===== src/rtl/spclk_pkg.sv =====
package spclk_pkg;

  localparam int BIT_W   = 5;
  localparam int FIX_DIV = 8;
  localparam int FIX_W   = $clog2(FIX_DIV);

  typedef enum logic [1:0] {
    WL_8  = 2'd0,
    WL_12 = 2'd1,
    WL_16 = 2'd2,
    WL_24 = 2'd3
  } wlen_e;

  // index of the last bit in a word for a length code
  function automatic logic [BIT_W-1:0] wlen_last(input logic [1:0] code);
    logic [BIT_W-1:0] r;
    case (wlen_e'(code))
      WL_8:    r = BIT_W'(7);
      WL_12:   r = BIT_W'(11);
      WL_16:   r = BIT_W'(15);
      default: r = BIT_W'(23);
    endcase
    return r;
  endfunction

endpackage


===== src/rtl/spclk_presc.sv =====
module spclk_presc
  import spclk_pkg::*;
#(
  parameter int PM_W = 8
) (
  input  logic            clk,
  input  logic            rst,
  input  logic            run,
  input  logic            fix8,
  input  logic [PM_W-1:0] pm,
  output logic            tick
);

  logic [FIX_W-1:0] fc_q;
  logic [PM_W-1:0]  pc_q;
  logic             fix_tick;

  // stage 1: fixed divide by 1 or 8
  assign fix_tick = !fix8 || (fc_q == FIX_W'(FIX_DIV - 1));
  // stage 2: programmable divide by pm+1
  assign tick     = run && fix_tick && (pc_q == pm);

  always_ff @(posedge clk) begin
    if (rst || !run) begin
      fc_q <= '0;
      pc_q <= '0;
    end else begin
      fc_q <= fix8 ? fc_q + 1'b1 : '0;
      if (fix_tick) begin
        pc_q <= (pc_q == pm) ? '0 : pc_q + 1'b1;
      end
    end
  end

endmodule


===== src/rtl/spclk_seq.sv =====
module spclk_seq
  import spclk_pkg::*;
#(
  parameter int DC_W = 5
) (
  input  logic             clk,
  input  logic             rst,
  input  logic             run,
  input  logic             tick,
  input  logic [1:0]       wlen,
  input  logic [DC_W-1:0]  last_word,
  output logic             live_n,
  output logic             ph_n,
  output logic [BIT_W-1:0] bit_n,
  output logic [DC_W-1:0]  word_n,
  output logic             word_end,
  output logic             frame_end
);

  logic             live_q;
  logic             ph_q;
  logic [BIT_W-1:0] bit_q;
  logic [DC_W-1:0]  word_q;
  logic [BIT_W-1:0] last_bit;

  assign last_bit = wlen_last(wlen);

  always_comb begin
    live_n    = live_q | tick;
    ph_n      = ph_q;
    bit_n     = bit_q;
    word_n    = word_q;
    word_end  = 1'b0;
    frame_end = 1'b0;
    if (tick && live_q) begin
      ph_n = !ph_q;
      if (ph_q) begin
        if (bit_q == last_bit) begin
          bit_n    = '0;
          word_end = 1'b1;
          if (word_q == last_word) begin
            word_n    = '0;
            frame_end = 1'b1;
          end else begin
            word_n = word_q + 1'b1;
          end
        end else begin
          bit_n = bit_q + 1'b1;
        end
      end
    end
  end

  always_ff @(posedge clk) begin
    if (rst || !run) begin
      live_q <= 1'b0;
      ph_q   <= 1'b0;
      bit_q  <= '0;
      word_q <= '0;
    end else begin
      live_q <= live_n;
      ph_q   <= ph_n;
      bit_q  <= bit_n;
      word_q <= word_n;
    end
  end

endmodule


===== src/rtl/spclk_chan.sv =====
module spclk_chan
  import spclk_pkg::*;
#(
  parameter int PM_W = 8,
  parameter int DC_W = 5,
  parameter int NW   = 1 << DC_W
) (
  input  logic            clk,
  input  logic            rst,
  input  logic            run,
  input  logic            c_fix8,
  input  logic [PM_W-1:0] c_pm,
  input  logic [1:0]      c_wlen,
  input  logic [DC_W-1:0] c_last,
  input  logic            c_gated,
  input  logic [NW-1:0]   c_mask,
  output logic            sck,
  output logic            fs,
  output logic            wstb,
  output logic            act,
  output logic            gated_o
);

  // settings in force for the current frame
  logic            fix8_q,  fix8_n;
  logic [PM_W-1:0] pm_q,    pm_n;
  logic [1:0]      wlen_q,  wlen_n;
  logic [DC_W-1:0] last_q,  last_n;
  logic            gated_q, gated_n;
  logic [NW-1:0]   mask_q,  mask_n;

  logic             tick;
  logic             live_n, ph_n, word_end, frame_end, load, slot_n;
  logic [BIT_W-1:0] bit_n;
  logic [DC_W-1:0]  word_n;

  assign load    = !run || frame_end;
  assign fix8_n  = load ? c_fix8  : fix8_q;
  assign pm_n    = load ? c_pm    : pm_q;
  assign wlen_n  = load ? c_wlen  : wlen_q;
  assign last_n  = load ? c_last  : last_q;
  assign gated_n = load ? c_gated : gated_q;
  assign mask_n  = load ? c_mask  : mask_q;

  always_ff @(posedge clk) begin
    if (rst) begin
      fix8_q  <= 1'b0;
      pm_q    <= '0;
      wlen_q  <= '0;
      last_q  <= '0;
      gated_q <= 1'b0;
      mask_q  <= '0;
    end else begin
      fix8_q  <= fix8_n;
      pm_q    <= pm_n;
      wlen_q  <= wlen_n;
      last_q  <= last_n;
      gated_q <= gated_n;
      mask_q  <= mask_n;
    end
  end

  spclk_presc #(.PM_W(PM_W)) u_presc (
    .clk  (clk),
    .rst  (rst),
    .run  (run),
    .fix8 (fix8_q),
    .pm   (pm_q),
    .tick (tick)
  );

  spclk_seq #(.DC_W(DC_W)) u_seq (
    .clk       (clk),
    .rst       (rst),
    .run       (run),
    .tick      (tick),
    .wlen      (wlen_q),
    .last_word (last_q),
    .live_n    (live_n),
    .ph_n      (ph_n),
    .bit_n     (bit_n),
    .word_n    (word_n),
    .word_end  (word_end),
    .frame_end (frame_end)
  );

  assign slot_n = mask_n[word_n];

  // registered outputs, aligned with the sequencer state
  always_ff @(posedge clk) begin
    if (rst || !run || !live_n) begin
      sck  <= 1'b0;
      fs   <= 1'b0;
      wstb <= 1'b0;
      act  <= 1'b0;
    end else begin
      sck  <= ph_n && (!gated_n || slot_n);
      fs   <= !gated_n && (word_n == '0) && (bit_n == '0);
      wstb <= word_end;
      act  <= slot_n;
    end
  end

  assign gated_o = gated_q;

endmodule


===== src/rtl/spclk_gen.sv =====
module spclk_gen
  import spclk_pkg::*;
#(
  parameter int PM_W = 8,
  parameter int DC_W = 5,
  parameter int NW   = 1 << DC_W
) (
  input  logic            clk,
  input  logic            rst,
  input  logic            en,
  input  logic            sync_mode,
  input  logic            tx_fix8,
  input  logic [PM_W-1:0] tx_pm,
  input  logic [1:0]      tx_wlen,
  input  logic [DC_W-1:0] tx_frm,
  input  logic            tx_gated,
  input  logic [NW-1:0]   tx_mask,
  input  logic            rx_fix8,
  input  logic [PM_W-1:0] rx_pm,
  input  logic [1:0]      rx_wlen,
  input  logic [DC_W-1:0] rx_frm,
  input  logic            rx_gated,
  input  logic [NW-1:0]   rx_mask,
  output logic            tx_sck,
  output logic            tx_fs,
  output logic            tx_empty,
  output logic            tx_oe,
  output logic            rx_sck,
  output logic            rx_fs,
  output logic            rx_full,
  output logic            rx_act
);

  localparam int NCH = 2;
  localparam int TXC = 0;
  localparam int RXC = 1;

  logic mode_q;

  always_ff @(posedge clk) begin
    if (rst)      mode_q <= 1'b1;
    else if (!en) mode_q <= sync_mode;
  end

  logic            c_fix8  [NCH];
  logic [PM_W-1:0] c_pm    [NCH];
  logic [1:0]      c_wlen  [NCH];
  logic [DC_W-1:0] c_last  [NCH];
  logic            c_gated [NCH];
  logic [NW-1:0]   c_mask  [NCH];
  logic            c_run   [NCH];
  logic            ch_sck  [NCH];
  logic            ch_fs   [NCH];
  logic            ch_wstb [NCH];
  logic            ch_act  [NCH];
  logic            ch_gated[NCH];

  assign c_fix8[TXC]  = tx_fix8;
  assign c_pm[TXC]    = tx_pm;
  assign c_wlen[TXC]  = tx_wlen;
  assign c_last[TXC]  = tx_frm;
  assign c_gated[TXC] = tx_gated;
  assign c_mask[TXC]  = tx_mask;
  assign c_run[TXC]   = en;

  assign c_fix8[RXC]  = rx_fix8;
  assign c_pm[RXC]    = rx_pm;
  assign c_wlen[RXC]  = rx_wlen;
  assign c_last[RXC]  = rx_frm;
  assign c_gated[RXC] = rx_gated;
  assign c_mask[RXC]  = rx_mask;
  assign c_run[RXC]   = en && !mode_q;   // receive channel idles when shared

  for (genvar gi = 0; gi < NCH; gi++) begin : g_ch
    spclk_chan #(.PM_W(PM_W), .DC_W(DC_W), .NW(NW)) u_ch (
      .clk     (clk),
      .rst     (rst),
      .run     (c_run[gi]),
      .c_fix8  (c_fix8[gi]),
      .c_pm    (c_pm[gi]),
      .c_wlen  (c_wlen[gi]),
      .c_last  (c_last[gi]),
      .c_gated (c_gated[gi]),
      .c_mask  (c_mask[gi]),
      .sck     (ch_sck[gi]),
      .fs      (ch_fs[gi]),
      .wstb    (ch_wstb[gi]),
      .act     (ch_act[gi]),
      .gated_o (ch_gated[gi])
    );
  end

  assign tx_sck   = ch_sck[TXC];
  assign tx_fs    = ch_fs[TXC];
  assign tx_empty = ch_wstb[TXC];
  assign tx_oe    = ch_act[TXC];

  assign rx_sck   = mode_q ? ch_sck[TXC]  : ch_sck[RXC];
  assign rx_fs    = mode_q ? ch_fs[TXC]   : ch_fs[RXC];
  assign rx_full  = mode_q ? ch_wstb[TXC] : ch_wstb[RXC];
  assign rx_act   = mode_q ? ch_act[TXC]  : ch_act[RXC];

endmodule


===== config.mk =====
export PLATFORM = sky130hd
export DESIGN_NAME = spclk_gen
export DESIGN_NICKNAME = d
export VERILOG_FILES = /design/src/rtl/spclk_pkg.sv /design/src/rtl/spclk_presc.sv /design/src/rtl/spclk_seq.sv /design/src/rtl/spclk_chan.sv /design/src/rtl/spclk_gen.sv
export SDC_FILE = /design/constraint.sdc
export NUM_CORES = 1
export LEC_CHECK = 0
export BUFFER_PORTS_ARGS = -buffer_cell sky130_fd_sc_hd__buf_2
export CORE_MARGIN = 2
export CORE_UTILIZATION = 55
export DETAILED_ROUTE_END_ITERATION = 10
export HOLD_SLACK_MARGIN = 0.12
export PLACE_DENSITY = 0.77
export SLEW_MARGIN = 20
export SYNTH_ARGS = -nofsm -noshare
export SYNTH_HDL_FRONTEND = slang
export SYNTH_SLANG_ARGS = --single-unit

===== constraint.sdc =====
create_clock -name clk -period 7.9 [get_ports clk]
set_input_delay 0 -clock clk [delete_from_list [all_inputs] [get_ports clk]]
set_output_delay 0 -clock clk [all_outputs]
set_load 0.01 [all_outputs]

Word level (Yosys, flattened, before mapping)

Index checks and enable logic that the tools add are counted.

Logic and storage cells: 149
Register bits after elaboration: 153

Add/subtract/negate cells: 8
Bitwise operators: 8
Mux-type cells: 42
Equal/unequal tests: 12
Reduce and logical (&&, ||, !) cells: 44
$lt $le $gt $ge: 2

Operators by type and width:

| operator              | count |
|---|---|
| $mux W5               | 14 |
| $mux W32              | 2 |
| $pmux W5 S3           | 2 |
| $add A5 B1 Y5 const B | 4 |
| $eq A5 B5 Y1          | 4 |
| $logic_not A5 Y1      | 4 |
| $mux W1               | 20 |
| $add A8 B1 Y8 const B | 2 |
| $eq A8 B8 Y1          | 2 |
| $mux W8               | 2 |
| $logic_and A1 B1 Y1   | 13 |
| $lt A5 B6 Y1 const B  | 2 |
| $logic_not A1 Y1      | 11 |
| $bmux W1 S5           | 2 |
| $logic_or A1 B1 Y1    | 10 |
| $add A3 B1 Y3 const B | 2 |
| $eq A3 B3 Y1 const B  | 2 |
| $not A1 Y1            | 6 |
| $reduce_or A3 Y1      | 2 |
| $eq A2 B1 Y1 const B  | 2 |
| $eq A2 B2 Y1 const B  | 2 |
| $logic_not A2 Y1      | 2 |
| $reduce_or A2 Y1      | 2 |
| $or A1 B1 Y1          | 2 |

Longest topological paths before layout

Word-level depth: 12
Gate-level depth with buffers: 16
Mapped depth without buffers: 12

By module

Synthesis repeated with hierarchy kept, for this count alone.

Cell total of the unflattened synthesis: 800
Area, all modules: 7410.9 um^2

By module, submodules not included:

| module                          | cells each | times used | area each (um^2) | sequential area each (um^2) |
|---|---|---|---|---|
| spclk_chan                      | 243        | 2          | 2297.2           | 1061.0 |
| spclk_presc                     | 60         | 2          | 568.0            | 220.2 |
| spclk_seq at g_ch[1].u_ch.u_seq | 93         | 1          | 799.5            | 240.2 |
| spclk_seq at g_ch[0].u_ch.u_seq | 93         | 1          | 798.3            | 240.2 |
| spclk_gen                       | 8          | 1          | 82.6             | 20.0 |

Least setup slack after synthesis

Ideal clock, no wire load.

Kind: reg-to-reg
Start: reg g_ch[1].u_ch.u_presc.fc_q[0]
End: reg g_ch[1].u_ch.sck
Path slack: 5101 ps
Cell stages (with the launch flop): 17
Required time: 7776 ps
Arrival time: 2675 ps
Cells stage by stage: dfxtp_1 ha_1 ha_1 nand2b_1 clkbuf_1 and3_4 and4_4 buf_6 mux2i_1 buf_6 buf_12 o211ai_4 o21a_1 a22oi_1 nand4_1 o22ai_1 a21oi_1

Word-level cells in the longest chain between the ends: 12

RTL lines:

| item                                 | RTL line          | text |
|---|---|---|
| from (decl)                          | spclk_presc.sv:14 | `logic [FIX_W-1:0] fc_q;` |
| from (signal assigned)               | spclk_presc.sv:28 | `fc_q <= fix8 ? fc_q + 1'b1 : '0;` |
| $eq A3 B3 Y1 (*)                     | spclk_presc.sv:19 | `assign fix_tick = !fix8 \|\| (fc_q == FIX_W'(FIX_DIV - 1));` |
| $logic_or A1 B1 Y1 (*)               | spclk_presc.sv:19 |  |
| $logic_and A1 B1 Y1 (*) (2 in a row) | spclk_presc.sv:21 | `assign tick = run && fix_tick && (pc_q == pm);` |
| $logic_and A1 B1 Y1                  | spclk_seq.sv:35   | `if (tick && live_q) begin` |
| $mux W1                              | spclk_seq.sv:35   |  |
| $logic_or A1 B1 Y1                   | spclk_chan.sv:37  | `assign load = !run \|\| frame_end;` |
| $mux W32                             | spclk_chan.sv:43  | `assign mask_n = load ? c_mask : mask_q;` |
| $bmux W1 S5                          | spclk_chan.sv:87  | `assign slot_n = mask_n[word_n];` |
| $mux W1 (implied by the code)        | spclk_chan.sv:87  |  |
| $logic_or A1 B1 Y1                   | spclk_chan.sv:97  | `sck <= ph_n && (!gated_n \|\| slot_n);` |
| $logic_and A1 B1 Y1                  | spclk_chan.sv:97  |  |
| to (signal assigned)                 | spclk_chan.sv:97  |  |
| to (decl)                            | spclk_chan.sv:17  | `output logic sck,` |

Every way passes the cells marked *; elsewhere a longest branch is shown, timed or not. The select of a mux whose other input is x is not followed.
A chain may end at the register's enable or synchronous reset.

Worst setup path after layout

Start: reg g_ch[0].u_ch.u_presc.fc_q[0]
End: reg g_ch[0].u_ch.sck

Word-level cells in the longest chain between the ends: 12

RTL lines:

| item                                 | RTL line |
|---|---|
| from (decl)                          | spclk_presc.sv:14 |
| from (signal assigned)               | spclk_presc.sv:28 |
| $eq A3 B3 Y1 (*)                     | spclk_presc.sv:19 |
| $logic_or A1 B1 Y1 (*)               | spclk_presc.sv:19 |
| $logic_and A1 B1 Y1 (*) (2 in a row) | spclk_presc.sv:21 |
| $logic_and A1 B1 Y1                  | spclk_seq.sv:35 |
| $mux W1                              | spclk_seq.sv:35 |
| $logic_or A1 B1 Y1                   | spclk_chan.sv:37 |
| $mux W32                             | spclk_chan.sv:43 |
| $bmux W1 S5                          | spclk_chan.sv:87 |
| $mux W1 (implied by the code)        | spclk_chan.sv:87 |
| $logic_or A1 B1 Y1                   | spclk_chan.sv:97 |
| $logic_and A1 B1 Y1                  | spclk_chan.sv:97 |
| to (signal assigned)                 | spclk_chan.sv:97 |
| to (decl)                            | spclk_chan.sv:17 |

Marks and branches as above.

==> metrics.md <==
| Metric | Value |
|---|---|
| Vias in the first global route | `7181` |
| Yosys reg bits | `153` |
| Net switching share of the total power | `about a quarter` |
| Power Density | `roughly 180 mW/mm2` |
| Worst reg2reg path startpoint | `g_ch[0].u_ch.u_presc.fc_q[0]$_SDFF_PP0_` |
| Instance count of the mapped netlist | `979` |
| Die area | `0.0154 mm2` |
| EDFF count, synth | `0` |
| Kind of critical path | `register to register` |
| Final wirelength | `between 20 and 25 mm` |
| Portion of total power attributed to sequential cells | `46.5%` |
| Tightest Pin Transition | `1.08 ns` |
| Mean post-synth cell area | `8.11 um2` |
| Worst path required time | `just over 8 ns` |
| Worst VDD drop | `0.000147 V` |
| Die Width | `124 um` |
| Vias | `7613` |
| TritonCTS clock tree | `built` |
| Floorplan row count | `43` |
| Layout cell share with drive strength beyond 1 | `14.0%` |
| Die height | `about 120 um` |
| First-pass GRT wire length | `34.0 mm` |
| Clock transition at the registers of the reported paths | `0.06 ns` |
| Cts repair resizes | `0` |
| Setup violation total in the final timing report | `0` |
| Number of buffers added to fix hold violations after cts | `roughly 100` |
| Sequential element share of the synthesized area | `38.6%` |
| Prevailing post-synth register cell | `sky130_fd_sc_hd__dfxtp_1` |
| Max-cap violations | `0` |
| Net count after synthesis | `1097` |
| Share of the cycle needed by the critical path after routing | `50.3%` |
| Post-route DRC | `0` |
| Total CTS buffers | `17` |
| HPWL after detailed placement | `between 10 and 15 mm` |
| Worst Skew | `between 0.008 and 0.009 ns` |
| Switching power summed over all nets | `423 uW` |
| Status | `finished, final reports clean` |
| Highest fanout seen on the critical path | `32` |
| Starting density of the core | `56.8%` |
| Std-Cell Core Area | `0.0140 mm2` |
| Count of TritonRoute iterations in the first routing pass | `6` |
| Aggregate global-route resource usage | `27.8%` |
| Classification of the worst-slack hold path | `primary input to register` |
| Quantity of I/O buffers inserted on ports | `109` |
| Minimum hold slack | `between 0.2 and 0.25 ns` |
| Root Driver | `sky130_fd_sc_hd__clkbuf_16` |
| Final hold violations | `0` |
| Ports placed on the boundary | `110` |
| Total congestion overflow | `0` |
| Share of total power in the clock network | `41.9%` |
| Critical path data arrival time | `4.35 ns` |
| Category of the worst setup path capture point | `register` |
| Internal Pwr Total | `1340 uW` |
| Startpoint of the worst hold path | `rst` |
| Type of origin of the critical path | `register` |
| Area of the mapped netlist | `0.00794 mm2` |
| Clk_lat worst skew | `between 0.4 and 0.5 ns` |
| Combinational power share | `11.6%` |
| RSZ-0062 raised after global routing | `false` |
| Area growth, synth to finish | `25.8%` |
| Netlist cell types | `71` |
| Via density per instance | `5.68` |
| Fill cell instance count of the final layout | `about 1100` |
| Total count of max-transition violations in the final report | `0` |
| CTS max path bufs | `2` |
| Layout Nets | `1267` |
| Number of warnings issued by yosys | `0` |
| Initial drt markers | `a little over 600` |
| Final critical-path required period | `3.97 ns` |
| Fraction of registers with async set or reset after synthesis | `0%` |
| Largest net degree at the start of global routing | `around 100` |
| Critical Path Source | `g_ch[0].u_ch.u_presc.fc_q[0]$_SDFF_PP0_` |
| Fin Setup TNS | `0 ns` |
| Antenna diode count | `0` |
| Max Clock Freq | `252 MHz` |
| Maximum level of the CTS H-tree | `4` |
| Wirelength per Cell | `15.8 um` |
| Buffers inserted by post-CTS timing repair | `0` |
| CTS sink count | `153` |
| Antenna violations before repair | `0` |
| Total leakage power | `0.00447 uW` |
| Remaining max-slew budget at the tightest pin | `~28%` |
| Routability Congestion | `0.923` |
| Number of nets still failing antenna checks after routing | `0` |
[logic make-up (layout without fill, tap and decap cells)]
group                    count (synthesis)  in the layout  synth area share, %
multiplexers                            75             75                 9.68
XOR/XNOR                                51             51                 5.63
buffers and inverters                   70            252                 4.36
AND/OR/NAND/NOR                        422            422                 24.1
flip-flops                             153            153                 38.6
adder cells (fa/ha/maj)                 16             16                 2.52
AO/OA/AOI/OAI                          192            192                 15.2
[synth_stat cells (3+ instances only)]
cell	instances	share of area, %
sky130_fd_sc_hd__nand2b_1	9	0.71
sky130_fd_sc_hd__and4_1	5	0.55
sky130_fd_sc_hd__a211oi_1	6	0.57
sky130_fd_sc_hd__inv_1	8	0.38
sky130_fd_sc_hd__a211o_1	3	0.33
sky130_fd_sc_hd__o21ai_0	17	1.1
sky130_fd_sc_hd__dfxtp_1	153	39
sky130_fd_sc_hd__xor2_1	35	3.9
sky130_fd_sc_hd__xnor2_1	16	1.8
sky130_fd_sc_hd__and3_1	16	1.3
sky130_fd_sc_hd__nor2_1	87	4.1
sky130_fd_sc_hd__mux2i_1	65	8.2
sky130_fd_sc_hd__a31oi_1	9	0.71
sky130_fd_sc_hd__a21boi_0	3	0.28
sky130_fd_sc_hd__and2_1	5	0.39
sky130_fd_sc_hd__ha_1	16	2.5
sky130_fd_sc_hd__nand3b_1	3	0.28
sky130_fd_sc_hd__mux2_2	8	1.1
sky130_fd_sc_hd__buf_6	5	0.71
sky130_fd_sc_hd__a32oi_1	3	0.33
sky130_fd_sc_hd__nor4_1	3	0.24
sky130_fd_sc_hd__nor2b_1	13	1.0
sky130_fd_sc_hd__buf_1	6	0.28
sky130_fd_sc_hd__o21a_1	5	0.47
sky130_fd_sc_hd__nor4b_1	4	0.44
sky130_fd_sc_hd__buf_2	14	0.88
sky130_fd_sc_hd__nor3_1	24	1.5
sky130_fd_sc_hd__buf_4	3	0.28
sky130_fd_sc_hd__a21oi_1	101	6.4
sky130_fd_sc_hd__nand2_1	203	9.6
sky130_fd_sc_hd__nand4_1	9	0.71
sky130_fd_sc_hd__a22oi_1	3	0.28
sky130_fd_sc_hd__o211ai_1	4	0.38
sky130_fd_sc_hd__clkbuf_1	32	1.5
sky130_fd_sc_hd__o221ai_1	5	0.55
sky130_fd_sc_hd__o22ai_1	6	0.47
sky130_fd_sc_hd__nand3_1	29	1.8
[final timing paths]
check                                                 end  slack [ns]  cells after the start
hold / removal            g_ch[0].u_ch.gated_o$_SDFF_PP0_        0.25                      2
setup reg to reg              g_ch[0].u_ch.sck$_SDFF_PP0_        3.93                     13
setup / recovery              g_ch[0].u_ch.sck$_SDFF_PP0_        3.93                     13
hold reg to reg   g_ch[0].u_ch.u_presc.fc_q[0]$_SDFF_PP0_        0.42                      1
[routing by layer]
metal	vias to the layer above	track usage [%]	wire, um
met2	291	46.3	10300
li1	3748	-	-
met5	-	0	0
met1	3533	35.9	9280
met3	41	5.49	1180
met4	0	9.76	394
[flip-flops by register name, summed over array words and instances (netlist names)]
name                    count
g_ch.u_ch.mask_q           64
g_ch.u_ch.pm_q             16
g_ch.u_ch.u_presc.pc_q     16
g_ch.u_ch.last_q           10
g_ch.u_ch.u_seq.bit_q      10
g_ch.u_ch.u_seq.word_q     10
g_ch.u_ch.u_presc.fc_q      6
g_ch.u_ch.wlen_q            4
g_ch.u_ch.act               2
g_ch.u_ch.fix8_q            2
g_ch.u_ch.fs                2
g_ch.u_ch.gated_o           2
g_ch.u_ch.sck               2
g_ch.u_ch.u_seq.live_q      2
g_ch.u_ch.u_seq.ph_q        2
g_ch.u_ch.wstb              2
mode_q                      1
[layout by cell type (no fill, tap or decap), types with 5 or more instances in the layout]
cell,synthesis,final
sky130_fd_sc_hd__dlygate4sd3_1,0,99
sky130_fd_sc_hd__dfxtp_1,153,153
sky130_fd_sc_hd__o21a_1,5,5
sky130_fd_sc_hd__nand3_1,29,29
sky130_fd_sc_hd__inv_1,8,8
sky130_fd_sc_hd__nand2b_1,9,9
sky130_fd_sc_hd__a211oi_1,6,6
sky130_fd_sc_hd__buf_4,3,6
sky130_fd_sc_hd__clkbuf_16,0,17
sky130_fd_sc_hd__o22ai_1,6,6
sky130_fd_sc_hd__xnor2_1,16,16
sky130_fd_sc_hd__nor2_1,87,87
sky130_fd_sc_hd__nand4_1,9,9
sky130_fd_sc_hd__clkbuf_1,32,7
sky130_fd_sc_hd__nor3_1,24,24
sky130_fd_sc_hd__clkbuf_8,0,5
sky130_fd_sc_hd__nor2b_1,13,13
sky130_fd_sc_hd__o221ai_1,5,5
sky130_fd_sc_hd__ha_1,16,16
sky130_fd_sc_hd__nand2_1,203,203
sky130_fd_sc_hd__mux2_2,8,8
sky130_fd_sc_hd__buf_2,14,108
sky130_fd_sc_hd__and4_1,5,5
sky130_fd_sc_hd__mux2i_1,65,64
sky130_fd_sc_hd__a21oi_1,101,100
sky130_fd_sc_hd__xor2_1,35,35
sky130_fd_sc_hd__and2_1,5,5
sky130_fd_sc_hd__and3_1,16,16
sky130_fd_sc_hd__o21ai_0,17,16
sky130_fd_sc_hd__a31oi_1,9,9
[power by group through the flow]
stage / Clock (uW) / Sequential (uW) / Combinational, uW
after floorplan: 0 / 833 / 110
after global placement: 0 / 838 / 160
final: 740 / 823 / 205
after global routing: 777 / 825 / 227
after detailed placement: 0 / 839 / 162
after CTS: 746 / 822 / 200
[worst max-delay path, stage by stage (launching register included)]
cell                       delay (ns)
sky130_fd_sc_hd__dfxtp_1         0.31
sky130_fd_sc_hd__ha_1            0.20
sky130_fd_sc_hd__ha_1            0.19
sky130_fd_sc_hd__nor2b_1         0.24
sky130_fd_sc_hd__nor3_1          0.13
sky130_fd_sc_hd__and4_1          0.48
sky130_fd_sc_hd__a21boi_4        0.70
sky130_fd_sc_hd__buf_4           0.47
sky130_fd_sc_hd__mux2i_1         0.16
sky130_fd_sc_hd__a211o_1         0.32
sky130_fd_sc_hd__a31oi_1         0.16
sky130_fd_sc_hd__o21ai_1         0.09
sky130_fd_sc_hd__a32oi_1         0.28
sky130_fd_sc_hd__o211a_1         0.19
[metrics by stage]
stage          instances  worst slack [ns]  cell area (um2)  util, %  power, uW
2_1_floorplan        979              5.10             7940        -        944
3_3_place_gp        1211              4.08             8470     60.5        997
3_5_place_dp        1211              4.00             8470     60.5       1000
4_1_cts             1341              3.97             9990     71.4       1770
5_1_grt             1341              3.69             9990     71.4       1830
6_report            1341              3.93             9990     71.4       1770
[cell type report]
| class | count | area [um2] | share of cell area, % |
|---|---|---|---|
| clock buffer | 29 | 520 | 5.21 |
| sequential | 153 | 3060 | 30.7 |
| tap | 180 | 225 | 2.25 |
| clock inverter | 2 | 10.0 | 0.100 |
| timing repair buffer | 213 | 1580 | 15.8 |
| multi-input combinational | 756 | 4570 | 45.7 |
| inverter | 8 | 30.0 | 0.301 |
Note: power is estimated with default switching activity, not from simulation.
